$ cat config.mk
export PLATFORM = sky130hd
export DESIGN_NAME = edw_pt_seq
export DESIGN_NICKNAME = d
export VERILOG_FILES = /design/src/rtl/edw_seq_pkg.sv /design/src/rtl/edw_step_table.sv /design/src/rtl/edw_opnd_gate.sv /design/src/rtl/edw_step_ctrl.sv /design/src/rtl/edw_pt_seq.sv
export SDC_FILE = /design/constraint.sdc
export NUM_CORES = 1
export LEC_CHECK = 0
export BUFFER_PORTS_ARGS = -buffer_cell sky130_fd_sc_hd__buf_2
export CAP_MARGIN = 20
export CELL_PAD_IN_SITES_DETAIL_PLACEMENT = 1
export CELL_PAD_IN_SITES_GLOBAL_PLACEMENT = 2
export CORE_MARGIN = 3
export CORE_UTILIZATION = 27
export DETAILED_ROUTE_END_ITERATION = 7
export GPL_ROUTABILITY_DRIVEN = 0
export PLACE_DENSITY_LB_ADDON = 0.1
export REMOVE_ABC_BUFFERS = 1
export SYNTH_ARGS = -nofsm -noshare
export SYNTH_HDL_FRONTEND = slang
export SYNTH_SLANG_ARGS = --single-unit
export TNS_END_PERCENT = 20
$ cat constraint.sdc
create_clock -name clk -period 3.3 [get_ports clk]
set_input_delay 0.165 -clock clk [delete_from_list [all_inputs] [get_ports clk]]
set_output_delay 0.165 -clock clk [all_outputs]
set_load 0.005 [all_outputs]
$ cat src/rtl/edw_seq_pkg.sv
package edw_seq_pkg;

    localparam int IDX_W     = 5;
    localparam int NREG      = 23;
    localparam int N_LANE    = 3;
    localparam int DBL_STEPS = 9;
    localparam int ADD_STEPS = 12;
    localparam int MAX_STEPS = (DBL_STEPS > ADD_STEPS) ? DBL_STEPS : ADD_STEPS;
    localparam int STEP_W    = $clog2(MAX_STEPS);

    typedef logic [IDX_W-1:0]  ridx_t;
    typedef logic [STEP_W-1:0] step_idx_t;

    // register slot map
    localparam ridx_t R_X1 = ridx_t'(0);
    localparam ridx_t R_Y1 = ridx_t'(1);
    localparam ridx_t R_Z1 = ridx_t'(2);
    localparam ridx_t R_T1 = ridx_t'(3);
    localparam ridx_t R_X2 = ridx_t'(4);
    localparam ridx_t R_Y2 = ridx_t'(5);
    localparam ridx_t R_Z2 = ridx_t'(6);
    localparam ridx_t R_T2 = ridx_t'(7);
    localparam ridx_t R_A  = ridx_t'(8);
    localparam ridx_t R_B  = ridx_t'(9);
    localparam ridx_t R_C  = ridx_t'(10);
    localparam ridx_t R_D  = ridx_t'(11);
    localparam ridx_t R_E  = ridx_t'(12);
    localparam ridx_t R_F  = ridx_t'(13);
    localparam ridx_t R_G  = ridx_t'(14);
    localparam ridx_t R_H  = ridx_t'(15);
    localparam ridx_t R_U1 = ridx_t'(16);
    localparam ridx_t R_U2 = ridx_t'(17);
    localparam ridx_t R_A1 = ridx_t'(18);
    localparam ridx_t R_B1 = ridx_t'(19);
    localparam ridx_t R_A2 = ridx_t'(20);
    localparam ridx_t R_B2 = ridx_t'(21);
    localparam ridx_t R_KD = ridx_t'(22);   // curve constant, read-only

    typedef struct packed {
        logic  en;
        ridx_t a;
        ridx_t b;
        ridx_t d;
    } mul_op_t;

    typedef struct packed {
        logic  en;
        logic  sub;
        ridx_t a;
        ridx_t b;
        ridx_t d;
    } alu_op_t;

    typedef struct packed {
        mul_op_t                  mul;
        alu_op_t [N_LANE-1:0]     alu;
        logic                     wt;     // pure wait step
        ridx_t                    wsrc;   // slot waited on
        logic                     last;
    } step_t;

    typedef enum logic [1:0] {S_IDLE, S_RUN, S_FIN} seq_state_e;

    function automatic mul_op_t mk_mul(input ridx_t a, input ridx_t b, input ridx_t d);
        mul_op_t m;
        m.en = 1'b1; m.a = a; m.b = b; m.d = d;
        return m;
    endfunction

    function automatic alu_op_t mk_alu(input logic sub, input ridx_t a, input ridx_t b,
                                       input ridx_t d);
        alu_op_t o;
        o.en = 1'b1; o.sub = sub; o.a = a; o.b = b; o.d = d;
        return o;
    endfunction

    function automatic step_t mk_wait(input ridx_t src);
        step_t s;
        s      = '0;
        s.wt   = 1'b1;
        s.wsrc = src;
        s.last = 1'b1;
        return s;
    endfunction

    // doubling schedule, Q = 2P
    function automatic step_t dbl_step(input step_idx_t k);
        step_t s;
        s = '0;
        case (int'(k))
            0: s.mul = mk_mul(R_X1, R_X1, R_A);
            1: s.mul = mk_mul(R_Z1, R_Z1, R_U1);
            2: begin
                s.mul    = mk_mul(R_Y1, R_Y1, R_B);
                s.alu[0] = mk_alu(1'b0, R_X1, R_Y1, R_U2);
            end
            3: begin
                s.mul    = mk_mul(R_U2, R_U2, R_U2);
                s.alu[0] = mk_alu(1'b0, R_U1, R_U1, R_C);
                s.alu[1] = mk_alu(1'b0, R_A, R_B, R_H);
                s.alu[2] = mk_alu(1'b1, R_A, R_B, R_G);
            end
            4: begin
                s.mul    = mk_mul(R_G, R_H, R_Y2);
                s.alu[0] = mk_alu(1'b1, R_H, R_U2, R_E);
                s.alu[1] = mk_alu(1'b0, R_C, R_G, R_F);
            end
            5: s.mul = mk_mul(R_E, R_F, R_X2);
            6: s.mul = mk_mul(R_F, R_G, R_Z2);
            7: s.mul = mk_mul(R_E, R_H, R_T2);
            8: s = mk_wait(R_T2);
            default: s = '0;
        endcase
        return s;
    endfunction

    // addition schedule, Q = P + Q
    function automatic step_t add_step(input step_idx_t k);
        step_t s;
        s = '0;
        case (int'(k))
            0: begin
                s.alu[0] = mk_alu(1'b1, R_Y1, R_X1, R_A1);
                s.alu[1] = mk_alu(1'b0, R_Y1, R_X1, R_B1);
            end
            1: begin
                s.alu[0] = mk_alu(1'b1, R_Y2, R_X2, R_A2);
                s.alu[1] = mk_alu(1'b0, R_Y2, R_X2, R_B2);
            end
            2: s.mul = mk_mul(R_A1, R_A2, R_A);
            3: begin
                s.mul    = mk_mul(R_B1, R_B2, R_B);
                s.alu[0] = mk_alu(1'b0, R_T1, R_T1, R_U1);
            end
            4: begin
                s.mul    = mk_mul(R_U1, R_KD, R_U1);
                s.alu[0] = mk_alu(1'b0, R_Z1, R_Z1, R_U2);
            end
            5: s.mul = mk_mul(R_U2, R_Z2, R_D);
            6: begin
                s.mul    = mk_mul(R_U1, R_T2, R_C);
                s.alu[0] = mk_alu(1'b1, R_B, R_A, R_E);
                s.alu[1] = mk_alu(1'b0, R_B, R_A, R_H);
            end
            7: begin
                s.mul    = mk_mul(R_E, R_H, R_T2);
                s.alu[0] = mk_alu(1'b1, R_D, R_C, R_F);
                s.alu[1] = mk_alu(1'b0, R_D, R_C, R_G);
            end
            8:  s.mul = mk_mul(R_G, R_H, R_Y2);
            9:  s.mul = mk_mul(R_E, R_F, R_X2);
            10: s.mul = mk_mul(R_F, R_G, R_Z2);
            11: s = mk_wait(R_Z2);
            default: s = '0;
        endcase
        return s;
    endfunction

endpackage

$ cat src/rtl/edw_step_table.sv
module edw_step_table
    import edw_seq_pkg::*;
(
    input  logic      op_dbl,
    input  step_idx_t step,
    output step_t     ent
);
    step_t dbl_ent;
    step_t add_ent;

    always_comb begin
        dbl_ent = dbl_step(step);
        add_ent = add_step(step);
        ent     = op_dbl ? dbl_ent : add_ent;
    end
endmodule

$ cat src/rtl/edw_opnd_gate.sv
module edw_opnd_gate
    import edw_seq_pkg::*;
(
    input  step_t            ent,
    input  logic [NREG-1:0]  reg_valid,
    input  logic             mul_rdy,
    output logic             go
);
    logic [N_LANE-1:0] lane_ok;
    logic              mul_ok;
    logic              wait_ok;

    for (genvar g = 0; g < N_LANE; g++) begin : g_lane
        assign lane_ok[g] = !ent.alu[g].en
                          || (reg_valid[ent.alu[g].a] && reg_valid[ent.alu[g].b]);
    end

    assign mul_ok  = !ent.mul.en
                   || (mul_rdy && reg_valid[ent.mul.a] && reg_valid[ent.mul.b]);
    assign wait_ok = !ent.wt || reg_valid[ent.wsrc];
    assign go      = (&lane_ok) && mul_ok && wait_ok;
endmodule

$ cat src/rtl/edw_step_ctrl.sv
module edw_step_ctrl
    import edw_seq_pkg::*;
(
    input  logic      clk,
    input  logic      rst,
    input  logic      start,
    input  logic      op_dbl,
    input  logic      go,
    input  logic      last,
    output logic      running,
    output logic      done,
    output logic      op_q,
    output step_idx_t step
);
    seq_state_e st;

    always_ff @(posedge clk) begin
        if (rst) begin
            st   <= S_IDLE;
            step <= '0;
            op_q <= 1'b0;
        end else begin
            case (st)
                S_IDLE: if (start) begin
                    st   <= S_RUN;
                    step <= '0;
                    op_q <= op_dbl;
                end
                S_RUN: if (go) begin
                    if (last) st <= S_FIN;
                    else      step <= step + 1'b1;
                end
                default: st <= S_IDLE;
            endcase
        end
    end

    assign running = (st == S_RUN);
    assign done    = (st == S_FIN);

    assert_done_single_R7: assert property (@(posedge clk) disable iff (rst)
        done |=> !done);

    assert_done_after_wait_R7: assert property (@(posedge clk) disable iff (rst)
        $rose(done) |-> $past(running && go && last));

    assert_stall_hold_R6: assert property (@(posedge clk) disable iff (rst)
        (running && !go) |=> (running && $stable(step)));

    assert_start_ignored_R9: assert property (@(posedge clk) disable iff (rst)
        (running || done) |=> $stable(op_q));
endmodule

$ cat src/rtl/edw_pt_seq.sv
module edw_pt_seq
    import edw_seq_pkg::*;
(
    input  logic                     clk,
    input  logic                     rst,
    input  logic                     start,
    input  logic                     op_dbl,
    input  logic                     mul_rdy,
    input  logic [NREG-1:0]          reg_valid,
    output logic                     mul_vld,
    output logic [IDX_W-1:0]         mul_src_a,
    output logic [IDX_W-1:0]         mul_src_b,
    output logic [IDX_W-1:0]         mul_dst,
    output logic [N_LANE-1:0]        alu_vld,
    output logic [N_LANE-1:0]        alu_sub,
    output logic [N_LANE*IDX_W-1:0]  alu_src_a,
    output logic [N_LANE*IDX_W-1:0]  alu_src_b,
    output logic [N_LANE*IDX_W-1:0]  alu_dst,
    output logic                     done
);
    step_t     ent;
    step_idx_t step;
    logic      op_q;
    logic      running;
    logic      go;
    logic      issue;

    edw_step_table u_table (
        .op_dbl (op_q),
        .step   (step),
        .ent    (ent)
    );

    edw_opnd_gate u_gate (
        .ent       (ent),
        .reg_valid (reg_valid),
        .mul_rdy   (mul_rdy),
        .go        (go)
    );

    edw_step_ctrl u_ctrl (
        .clk     (clk),
        .rst     (rst),
        .start   (start),
        .op_dbl  (op_dbl),
        .go      (go),
        .last    (ent.last),
        .running (running),
        .done    (done),
        .op_q    (op_q),
        .step    (step)
    );

    assign issue     = running && go;
    assign mul_vld   = issue && ent.mul.en;
    assign mul_src_a = ent.mul.a;
    assign mul_src_b = ent.mul.b;
    assign mul_dst   = ent.mul.d;

    for (genvar g = 0; g < N_LANE; g++) begin : g_out
        assign alu_vld[g]                    = issue && ent.alu[g].en;
        assign alu_sub[g]                    = ent.alu[g].sub;
        assign alu_src_a[g*IDX_W +: IDX_W]   = ent.alu[g].a;
        assign alu_src_b[g*IDX_W +: IDX_W]   = ent.alu[g].b;
        assign alu_dst[g*IDX_W +: IDX_W]     = ent.alu[g].d;

        assert_alu_kd_ro_R8: assert property (@(posedge clk) disable iff (rst)
            alu_vld[g] |-> (alu_dst[g*IDX_W +: IDX_W] != R_KD));

        assert_alu_opnd_R5: assert property (@(posedge clk) disable iff (rst)
            alu_vld[g] |-> (reg_valid[alu_src_a[g*IDX_W +: IDX_W]]
                            && reg_valid[alu_src_b[g*IDX_W +: IDX_W]]));
    end

    assert_mul_rdy_R5: assert property (@(posedge clk) disable iff (rst)
        mul_vld |-> mul_rdy);

    assert_mul_opnd_R5: assert property (@(posedge clk) disable iff (rst)
        mul_vld |-> (reg_valid[mul_src_a] && reg_valid[mul_src_b]));

    assert_mul_kd_ro_R8: assert property (@(posedge clk) disable iff (rst)
        mul_vld |-> (mul_dst != R_KD));

    assert_quiet_idle_R1: assert property (@(posedge clk) disable iff (rst)
        !$past(running) && !running |-> (!mul_vld && alu_vld == '0));
endmodule

==> metrics, run 1 <==
DP Cell Count 637; layout cells sized above 1 52.2%; Post-Layout Cell Count 646; Sink Count 7; global routing's busiest layer met2; Tmin final 3360 ps; Crit path arrival time 3200 ps; Synth Register Bits 7; worst skew pair latency 230 ps; setup ws final -64.1 ps; Antenna Cells 0; number of flops mapped to enable cells by yosys 0; YS warnings 0; status finished, violations left; met1 GRT Util between 30% and 40%; TritonCTS clock tree done; worst-path fanout max 5; vias per cell 5.41; critical path type reg -> out; Die ar. 0.0111 mm²; CTS max path bufs 2; CP startpoint kind register; HPWL after DPL 10,600 µm; CTS clock-pin slew for the worst setup and hold paths ~40 ps; initial antenna violation count 0; post-synthesis sequential area ratio 5.27%; endpoint class of the critical path output pin; max frequency 297 MHz; Final Hold Vio Count 0; DRC violations left 0; Max-Cap Viols 0; pre-CTS WS -158 ps; Post-CTS Hold Fix Bufs 0; core area ~0.0094 mm²; syn avg cell area 7.21 µm²; grt met3 use 2.39%; Worst Skew 5.42 ps; Final Cycle Share 102%; Hold Crit Class in -> reg; Post-Route WL 13,300 µm; Synth area leader buf_4; Synth top area share 9.03%; ANT nets after route 0; Post-Route Utilization 43.3%; Die H between 100 and 150 µm; largest net degree at the start of global routing 22; largest cells by area after synthesis buf_4, dfxtp_1, mux2i_1; Site Rows 35; Starting Density 28.3%; Peak VDD IR 0.139 mV; Primary FF master, synth dfxtp_1; wire per inst ~21 µm; Setup violations, final 4; Mapped Area approximately 0.0027 mm²; DIE WIDTH around 110 µm; Distinct cells, synth 84; Num CTS Buffers 3; nets 550; Iteration-0 DRC Markers 166; total track usage 23.1%; Least-Margin Pin Slew about 540 ps; Port Buffers 83; Root Driver clkbuf_8; H-tree levels 1; PD cells 118 mW/mm²; DRT Pass-1 Iters 4; RSZ-0062 raised after global routing yes; max-slew violations 0; cells after synthesis ~370; vias 3,497; async set-reset flop share out of synthesis 0%; Area Overhead vs Synth 53.4%; vias in the first global route 3,627; max_slew headroom 63.5%; Leakage around 0.0019 µW; violated checks setup timing; grt total ovfl 0; met2 usage 38.3%; IO Count 96; CP required about 3100 ps; first-pass GRT wire length 20,400 µm
power breakdown:
group	switching [µW]	internal (µW)
logic	147	122
clock network	41.0	83.9
registers	3.15	86.2
total	191	292
synthesized netlist by cell type (4+ instances only):
master    count
nor2_1       37
buf_4        32
o21ai_0      23
nand2_1      22
a21oi_1      15
mux2i_1      14
nand3_1      12
inv_1        11
nor3_1       11
a211oi_1     10
buf_2        10
nand2b_1      8
nor2b_1       8
nor4_1        8
dfxtp_1       7
mux2_2        6
buf_6         5
o31ai_1       5
a21o_1        4
a31o_2        4
ha_1          4
inv_2         4
nor3b_1       4
o21ai_1       4
o21bai_1      4
o22ai_1       4
or2_2         4
placed cells by master (no fill, tap or decap), types with 9 or more instances in the layout:
cell type | Yosys | layout
inv_1 | 11 | 9
mux2i_1 | 14 | 13
a211oi_1 | 10 | 9
nor2_1 | 37 | 33
nor3_1 | 11 | 10
nand2_1 | 22 | 22
buf_2 | 10 | 83
a21oi_1 | 15 | 14
o21ai_0 | 23 | 20
buf_4 | 32 | 94
nand3_1 | 12 | 12
conb_1 | 1 | 12
sequential cells by signal, summed over array words and instances, names as in the netlist:
signal       flops
u_ctrl.step      4
u_ctrl.op_q      1
u_ctrl.st        2
worst paths after layout:
path	end	depth (start not counted)	start	slack, ps
max	alu_vld[0]	13	u_ctrl.step[1]	-60
min	u_ctrl.op_q	3	op_dbl	190
max reg2reg	u_ctrl.step[0]	13	u_ctrl.step[1]	50
min reg2reg	u_ctrl.st[0]	2	u_ctrl.st[1]	570
critical path: stages (launching register included):
cell	delay [ps]
dfxtp_4	380
inv_4	50
ha_4	170
buf_6	130
and2_4	150
o31a_1	400
o21ai_2	230
a211oi_1	100
o31ai_1	300
a31oi_2	160
a311oi_4	370
nand2_2	180
nor4_4	180
buf_2	160
per-layer routing:
metal  wire length [µm]  vias up  share of wire, %
li1                   -     1657                 -
met1               5990     1690                45
met5                  0        -                 0
met2               6260      120                47
met4                409        0               3.1
met3                670       30               5.0
logic make-up (layout without fill, tap and decap cells):
group / count (synthesis) / count (layout) / share of synthesized area [%]
AND/OR/NAND/NOR: 138 / 138 / 29.1
other: 1 / 12 / 0.141
multiplexers: 21 / 21 / 8.65
buffers and inverters: 66 / 203 / 15.7
AO/OA/AOI/OAI: 132 / 132 / 39.2
flip-flops: 7 / 7 / 5.27
adder cells (fa/ha/maj): 4 / 4 / 1.88
cell type report:
cell class | instances | area (µm²)
Fill cell | 1188 | 5340
Multi-Input combinational cell | 307 | 2450
Timing Repair Buffer | 183 | 1210
Tap cell | 129 | 161
Sequential cell | 7 | 149
Inverter | 16 | 62.6
Clock buffer | 4 | 45.0
repair_timing:
item | 4_1_cts | 5_1_grt
setup buffers | 5 | 0
setup endpoints to repair | 8 | 8
gates resized for setup | 47 | 20
pin swaps | 18 | 5
stage by stage:
stage	TNS (ps)	power, µW	hold WS (ps)	area, µm²
2_1_floorplan	-2190	210	237	2340
3_3_place_gp	-208	328	391	3670
3_5_place_dp	-781	329	420	3670
4_1_cts	-177	472	200	3980
5_1_grt	-1150	513	208	4080
6_report	-179	483	189	4080
Note: power is estimated with default switching activity, not from simulation.
==> run 2: changes to the inputs <==
--- a/config.mk
+++ b/config.mk
@@ -5,12 +5,13 @@
 export SDC_FILE = /design/constraint.sdc
 export NUM_CORES = 1
 export LEC_CHECK = 0
+export ABC_AREA = 1
 export BUFFER_PORTS_ARGS = -buffer_cell sky130_fd_sc_hd__buf_2
 export CAP_MARGIN = 20
 export CELL_PAD_IN_SITES_DETAIL_PLACEMENT = 1
 export CELL_PAD_IN_SITES_GLOBAL_PLACEMENT = 2
 export CORE_MARGIN = 3
-export CORE_UTILIZATION = 27
+export CORE_UTILIZATION = 24
 export DETAILED_ROUTE_END_ITERATION = 7
 export GPL_ROUTABILITY_DRIVEN = 0
 export PLACE_DENSITY_LB_ADDON = 0.1
==> constraint.sdc (replaced) <==
create_clock -name clk -period 3.3 [get_ports clk]
set_input_delay 0.66 -clock clk [delete_from_list [all_inputs] [get_ports clk]]
set_output_delay 0.66 -clock clk [all_outputs]
set_load 0.005 [all_outputs]
==> metrics, run 2 <==
status finished, final reports clean (was finished, violations left); grt total ovfl 0 (unchanged); PD cells 837 mW/mm² (was 118 mW/mm²); Port Buffers 83 (unchanged); syn avg cell area 5.44 µm² (was 7.21 µm²); Num CTS Buffers 3 (unchanged); max-slew violations 0 (unchanged); initial antenna violation count 0 (unchanged); first-pass GRT wire length 16,900 µm (was 20,400 µm); async set-reset flop share out of synthesis 0% (unchanged); Area Overhead vs Synth 54.3% (was 53.4%); worst-path fanout max 7 (was 5); CTS max path bufs 2 (unchanged); largest cells by area after synthesis nand2_1, nand3_1, buf_4 (was buf_4, dfxtp_1, mux2i_1); YS warnings 0 (unchanged); Top Registers u_ctrl.step: 4 flops, u_ctrl.st: 2 flops, u_ctrl.op_q: 1 flops (unchanged); Setup violations, final 0 (was 4); Post-Route Utilization 38.2% (was 43.3%); DIE WIDTH 106 µm (was 105 µm); Final Hold Vio Count 0 (unchanged); CP required 2640 ps (was 3130 ps); most common cell after layout, fill and taps aside nand2_1 (was buf_4); total track usage 18.3% (was 23.1%); layout cells sized above 1 44.4% (was 52.2%); TritonCTS clock tree done (unchanged); Die ar. 0.0113 mm² (was 0.0111 mm²); commonest non-fill, non-tap cells in the layout nand2_1, buf_2, nand3_1, buf_4, inv_1 (was buf_4, buf_2, nor2_1, nand2_1, o21ai_0); Site Rows 36 (was 35); Storage cell area 155 µm² (was 149 µm²); worst skew pair latency 230 ps (about the same); most common cell in the netlist nand2_1 (was nor2_1); commonest cells in the netlist nand2_1, nand3_1, inv_1, nor2_1, buf_4 (was nor2_1, buf_4, o21ai_0, nand2_1, a21oi_1); Tmin final 3270 ps (was 3360 ps); Max-Cap Viols 0 (unchanged); Final Cycle Share 99.2% (was 102%); nets 603 (was 550); CP startpoint kind register (unchanged); wire per inst 16.0 µm (was 20.6 µm); Synth top area share 18.2% (was 9.03%); Root Driver clkbuf_8 (unchanged); vias 3,347 (was 3,497); footprint of the multi-input gates 0.00213 mm² (was 0.00245 mm²); Distinct cells, synth 34 (was 84); cells after synthesis 444 (was 369); Die H 106 µm (was 105 µm); Synth area leader nand2_1 (was buf_4); Fill cells 1,339 (was 1,188); Clock power frac 3.9% (was 25.9%); Hold Crit Class in -> reg (unchanged); H-tree levels 1 (unchanged); max frequency 305 MHz (was 297 MHz); Peak VDD IR 0.369 mV (was 0.139 mV); placed cell area 0.00310 mm² (was 0.00367 mm²); Post-Route WL 11,300 µm (was 13,300 µm); Primary FF master, synth dfxtp_1 (unchanged); Starting Density 24.7% (was 28.3%); number of flops mapped to enable cells by yosys 0 (unchanged); largest net degree at the start of global routing 26 (was 22); post-route cell area 0.00373 mm² (was 0.00408 mm²); Synth Register Bits 7 (unchanged); Leakage 0.00209 µW (was 0.00186 µW); DRC violations left 0 (unchanged); internal power 1380 µW (was 292 µW); Top reg by flops u_ctrl.step (unchanged); DRT Pass-1 Iters 4 (unchanged); Logic pwr share 90.6% (was 55.6%); RSZ-0062 raised after global routing yes (unchanged); Antenna Cells 0 (unchanged); Sink Count 7 (unchanged); vias per cell 4.76 (was 5.41); Min Hold Slack 602 ps (was 189 ps); Post-CTS Hold Fix Bufs 0 (unchanged); ANT nets after route 0 (unchanged); Mapped Area 0.00242 mm² (was 0.00266 mm²); Psw 1740 µW (was 191 µW); vias in the first global route 3,231 (was 3,627); register share of total power 5.5% (was 18.5%); post-synthesis sequential area ratio 5.80% (was 5.27%); Iteration-0 DRC Markers 108 (was 166); core area 0.00977 mm² (was 0.00942 mm²); Worst Skew 1.28 ps (was 5.42 ps); Crit path arrival time 2610 ps (was 3200 ps); critical path type reg -> out (unchanged); endpoint class of the critical path output pin (unchanged); CTS clock-pin slew for the worst setup and hold paths 40 ps (about the same); flip-flop count of the largest register after layout 4 (unchanged); Switching Fraction 55.8% (was 39.6%); IO Count 96 (unchanged); HPWL after DPL 9060 µm (was 10,600 µm)
[run 2: changes by cell type after synthesis, sizes merged, moves of 11 or more]
cell and change:
nand3 +72, mux2i -14, nor3 -14, inv +48, nand2 +106, nand4 +11
a211oi -11
[run 2: worst paths after layout]
check	slack (ps)	from	end	depth (start not counted)
worst min register to register	620	u_ctrl.st[1]	u_ctrl.op_q	3
worst min-delay path	600	rst	u_ctrl.st[1]	2
worst max-delay path	30	u_ctrl.step[1]	mul_vld	16
worst max register to register	670	u_ctrl.step[1]	u_ctrl.step[0]	19
[run 2: critical path: stages, from the launching register on]
cell and delay (ps):
dfxtp_4 380, ha_4 220, buf_4 150, o21ai_2 190
nand4_4 230, nand2_8 150, nand2_2 50, nand3_1 70
nand2_1 50, nor2_1 100, nor2_1 60, nor2_2 120
nand2_2 90, a21oi_2 170, nand3_2 120, nor2_1 120
buf_2 120
[run 2: layout make-up]
| class | count | share of cell area (%) |
|---|---|---|
| Clock buffer | 4 | 1.21 |
| Inverter | 63 | 7.08 |
| Multi-Input combinational cell | 348 | 57.1 |
| Sequential cell | 7 | 4.16 |
| Tap cell | 133 | 4.46 |
| Timing Repair Buffer | 148 | 26.0 |
[run 2: stage by stage]
stage | total power [µW] | setup TNS, ps | worst slack (ps) | cells
finish | 3120 | 0 | 25.2 | 703
global route | 3430 | -441 | -134 | 703
CTS | 2870 | 0 | 2.74 | 688
detailed placement | 2490 | -452 | -129 | 673
global placement | 2480 | -204 | -53.6 | 673
floorplan | 1510 | 0 | 158 | 417
[run 2: power groups by stage]
stage | Sequential [µW] | Clock (µW) | Combinational [µW]
floorplan | 155 | 0 | 1350
global placement | 145 | 0 | 2340
detailed placement | 149 | 0 | 2340
CTS | 167 | 125 | 2580
global route | 176 | 130 | 3120
finish | 173 | 121 | 2830
[run 2: timing repair]
item	in CTS	in global routing
pin swaps	13	37
setup buffers	11	14
resized for setup	52	47
gates cloned	0	1
setup endpoints to repair	4	4
[run 2: logic make-up after synthesis]
group	count (synthesis)	synth area share, %
simple gates	276	56.6
buf+inv	101	21.6
compound gates	55	13.8
flops	7	5.80
fa+ha+maj	4	2.07
other cells	1	0.155
[run 2: routing by layer]
metal | track usage [%] | part of all wire [%] | vias up
met5 | 0 | 0 | -
met4 | 3.33 | 1.6 | 0
met3 | 0.971 | 3.5 | 10
met2 | 34.5 | 52 | 68
met1 | 23.1 | 43 | 1597
li1 | - | - | 1672
==> run 3: changes to the inputs <==
--- a/config.mk
+++ b/config.mk
@@ -11,12 +11,13 @@
 export CELL_PAD_IN_SITES_DETAIL_PLACEMENT = 1
 export CELL_PAD_IN_SITES_GLOBAL_PLACEMENT = 2
 export CORE_MARGIN = 3
-export CORE_UTILIZATION = 24
+export CORE_UTILIZATION = 25
 export DETAILED_ROUTE_END_ITERATION = 7
 export GPL_ROUTABILITY_DRIVEN = 0
 export PLACE_DENSITY_LB_ADDON = 0.1
 export REMOVE_ABC_BUFFERS = 1
 export SYNTH_ARGS = -nofsm -noshare
 export SYNTH_HDL_FRONTEND = slang
+export SYNTH_HIERARCHICAL = 1
 export SYNTH_SLANG_ARGS = --single-unit
 export TNS_END_PERCENT = 20
==> metrics, run 3 <==
vias 5,041 (was 3,347); internal power 462 µW (was 1380 µW); cells after synthesis 699 (was 444); CP most frequent cell nand2_1 (was nor2_1); CP startpoint kind register (unchanged); ANT nets after route 0 (unchanged); Post-Route WL 18,600 µm (was 11,300 µm); Crit path arrival time 2700 ps (was 2610 ps); violated checks setup timing; max-slew violations 0 (unchanged); Post-Route Utilization 35.6% (was 38.2%); Peak VDD IR 0.202 mV (was 0.369 mV); Least-Margin Pin Slew roughly 510 ps; Fill cells 1,870 (was 1,339); Final Cycle Share 102% (was 99.2%); layout cells sized above 1 31.0% (was 44.4%); worst skew pair latency 230 ps (about the same); grt total ovfl 0 (unchanged); DRT Pass-1 Iters 5 (was 4); commonest cells in the netlist nand2_1, nand3_1, inv_1, o21ai_0, nor2_1 (was nand2_1, nand3_1, inv_1, nor2_1, buf_4); Die ar. 0.0153 mm² (was 0.0113 mm²); most common cell in the netlist nand2_1 (unchanged); Worst path slowest cell dfxtp_4 (unchanged); total power 881 µW (was 3120 µW); register share of total power 10.7% (was 5.5%); Num CTS Buffers 3 (unchanged); Mapped Area 0.00347 mm² (was 0.00242 mm²); CTS clock-pin slew for the worst setup and hold paths 40 ps (about the same); Iteration-0 DRC Markers 332 (was 108); Primary FF master, synth dfxtp_1 (unchanged); placed cell area 0.00432 mm² (was 0.00310 mm²); post-synthesis sequential area ratio 4.04% (was 5.80%); Largest stage delay, worst path 360 ps (was 380 ps); R2R Setup Slk 270 ps (was 670 ps); commonest non-fill, non-tap cells in the layout nand2_1, nand3_1, buf_2, inv_1, buf_4 (was nand2_1, buf_2, nand3_1, buf_4, inv_1); Synth area leader nand2_1 (unchanged); nets 857 (was 603); YS warnings 6 (was 0); Leakage 0.00258 µW (was 0.00209 µW); worst-path fanout max 5 (was 7); largest net degree at the start of global routing 21 (was 26); worst path cell trace inv_4 > nor2_4 > buf_4 > nand2_4 > o21ai_2 > o21ai_2 > nand2_4 > clkbuf_16 > nand2_1 > nand3_1 > nand3_1 > nand3_1 > nand2_1 > nand2_1 > nor2_1 > nand2_1 > nand2_2 > nand3_2 > nor2_4 > nand2_4 > nor2_1 > buf_2 (was ha_4 > buf_4 > o21ai_2 > nand4_4 > nand2_8 > nand2_2 > nand3_1 > nand2_1 > nor2_1 > nor2_1 > nor2_2 > nand2_2 > a21oi_2 > nand3_2 > nor2_1 > buf_2); Setup violations, final 4 (was 0); setup ws final -55.6 ps (was 25.2 ps); Antenna Cells 0 (unchanged); Switching Fraction 47.5% (was 55.8%); critical path type reg -> out (unchanged); Port Buffers 83 (unchanged); async set-reset flop share out of synthesis 0% (unchanged); initial antenna violation count 0 (unchanged); Synth Register Bits 7 (unchanged); largest cells by area after synthesis nand2_1, nand3_1, inv_1 (was nand2_1, nand3_1, buf_4); Hold Crit Class reg -> reg (was in -> reg); most common cell after layout, fill and taps aside nand2_1 (unchanged); Worst Skew 1.74 ps (was 1.28 ps); vias in the first global route 5,044 (was 3,231); wire per inst 18.5 µm (was 16.0 µm); RSZ-0062 raised after global routing yes (unchanged); Min Hold Slack 589 ps (was 602 ps); Synth top area share 23.3% (was 18.2%); HPWL after DPL 14,200 µm (was 9060 µm); Sink Count 7 (unchanged); flip-flop count of the largest register after layout 4 (unchanged); H-tree levels 1 (unchanged); max frequency 298 MHz (was 305 MHz); Top Registers u_ctrl/step: 4 flops, u_ctrl/st: 2 flops, u_ctrl/op_q: 1 flops (was u_ctrl.step: 4 flops, u_ctrl.st: 2 flops, u_ctrl.op_q: 1 flops); core area 0.0134 mm² (was 0.00977 mm²); TritonCTS clock tree done (unchanged); status finished, violations left (was finished, final reports clean); crit path buf inv count 4 (was 2); Post-CTS Hold Fix Bufs 0 (unchanged); PD cells 185 mW/mm² (was 837 mW/mm²); endpoint class of the critical path output pin (unchanged); Final Hold Vio Count 0 (unchanged); Starting Density 25.9% (was 24.7%); Logic pwr share 65.4% (was 90.6%); DRC violations left 0 (unchanged); Root Driver clkbuf_16 (was clkbuf_8); vias per cell 5.03 (was 4.76); Top reg by flops u_ctrl/step (was u_ctrl.step); post-route cell area 0.00477 mm² (was 0.00373 mm²); Distinct cells, synth 31 (was 34); Die H 124 µm (was 106 µm); CP required 2640 ps (about the same); max_slew headroom roughly two thirds; Site Rows 42 (was 36); first-pass GRT wire length 27,500 µm (was 16,900 µm); Area Overhead vs Synth 37.4% (was 54.3%); Clock power frac 23.9% (was 3.9%); CTS max path bufs 2 (unchanged); Tmin final 3360 ps (was 3270 ps); Psw 419 µW (was 1740 µW); DIE WIDTH 124 µm (was 106 µm); CP top delay family simple AND/OR/NAND/NOR gates (unchanged); syn avg cell area 4.97 µm² (was 5.44 µm²); IO Count 96 (unchanged); number of flops mapped to enable cells by yosys 0 (unchanged); total track usage 23.0% (was 18.3%); Max-Cap Viols 0 (unchanged)
-- run 3: changes by cell type after synthesis, sizes merged, moves of 3 or more --
cell and delta:
nand2 +97, nand3 +43, inv +34, o21ai +28, a21oi +19, o211ai +19, buf +17, clkbuf +7
nand4 -7, nor2 +6, a31oi -3, ha -3, o31ai -3
-- run 3: final timing paths --
kind / from / cells past startpoint / to
max: u_ctrl/step[2] / 22 / alu_vld[0]
min reg2reg: u_ctrl/st[0] / 2 / u_ctrl/st[1]
min: u_ctrl/st[0] / 2 / u_ctrl/st[1]
max reg2reg: u_ctrl/step[2] / 26 / u_ctrl/step[2]
-- run 3: power by group through the flow --
stage	clock network (µW)	logic, µW	registers, µW
6_report	211	576	94.0
5_1_grt	221	638	94.5
4_1_cts	217	548	94.1
3_5_place_dp	0	521	95.7
3_3_place_gp	0	517	95.3
2_1_floorplan	0	280	101
-- run 3: repair_timing --
action | 4_1_cts | 5_1_grt
resized for setup | 45 | 44
endpoints found under the setup margin | 4 | 5
endpoints found under the hold margin | 0 | 0
cloned | 0 | 2
pin swaps | 10 | 12
buffers inserted | 8 | 8
-- run 3: kinds of logic (layout without fill, tap and decap cells) --
logic type,after synthesis,count (layout),synth area share (%)
AOI/OAI and AO/OA,115,115,19.1
adders and majority gates,1,1,0.360
buffers and inverters,159,274,23.3
DFF,7,7,4.04
other,1,14,0.108
and+or+nand+nor,416,416,53.0
-- run 3: cell type report --
class | count | area, µm² | share of cell area (%)
Sequential cell | 7 | 155 | 3.25
Tap cell | 176 | 220 | 4.62
Clock buffer | 4 | 78.8 | 1.65
Multi-Input combinational cell | 546 | 2750 | 57.7
Inverter | 97 | 373 | 7.82
Timing Repair Buffer | 173 | 1190 | 25.0
-- run 3: metal layers --
metal | vias up | GRT usage [%] | share of wire, %
met5 | - | 0 | 0
met4 | 0 | 4.22 | 1.4
met3 | 20 | 1.59 | 4.3
met2 | 142 | 42.8 | 51
met1 | 2391 | 29.0 | 43
li1 | 2488 | - | -
-- run 3: per-stage QoR --
step | setup WS, ps | instances | setup TNS, ps
after floorplan | -228 | 650 | -920
after global placement | 5.21 | 982 | 0
after detailed placement | -41.2 | 982 | -145
after CTS | -34.7 | 993 | -108
after global routing | -225 | 1003 | -842
final | -55.6 | 1003 | -133
-- run 3: worst min-delay path, delay by kind of cell, from the launching register on --
| kind | cells | cell delay (ps) |
|---|---|---|
| flops | 1 | 320 |
| simple gates | 2 | 210 |
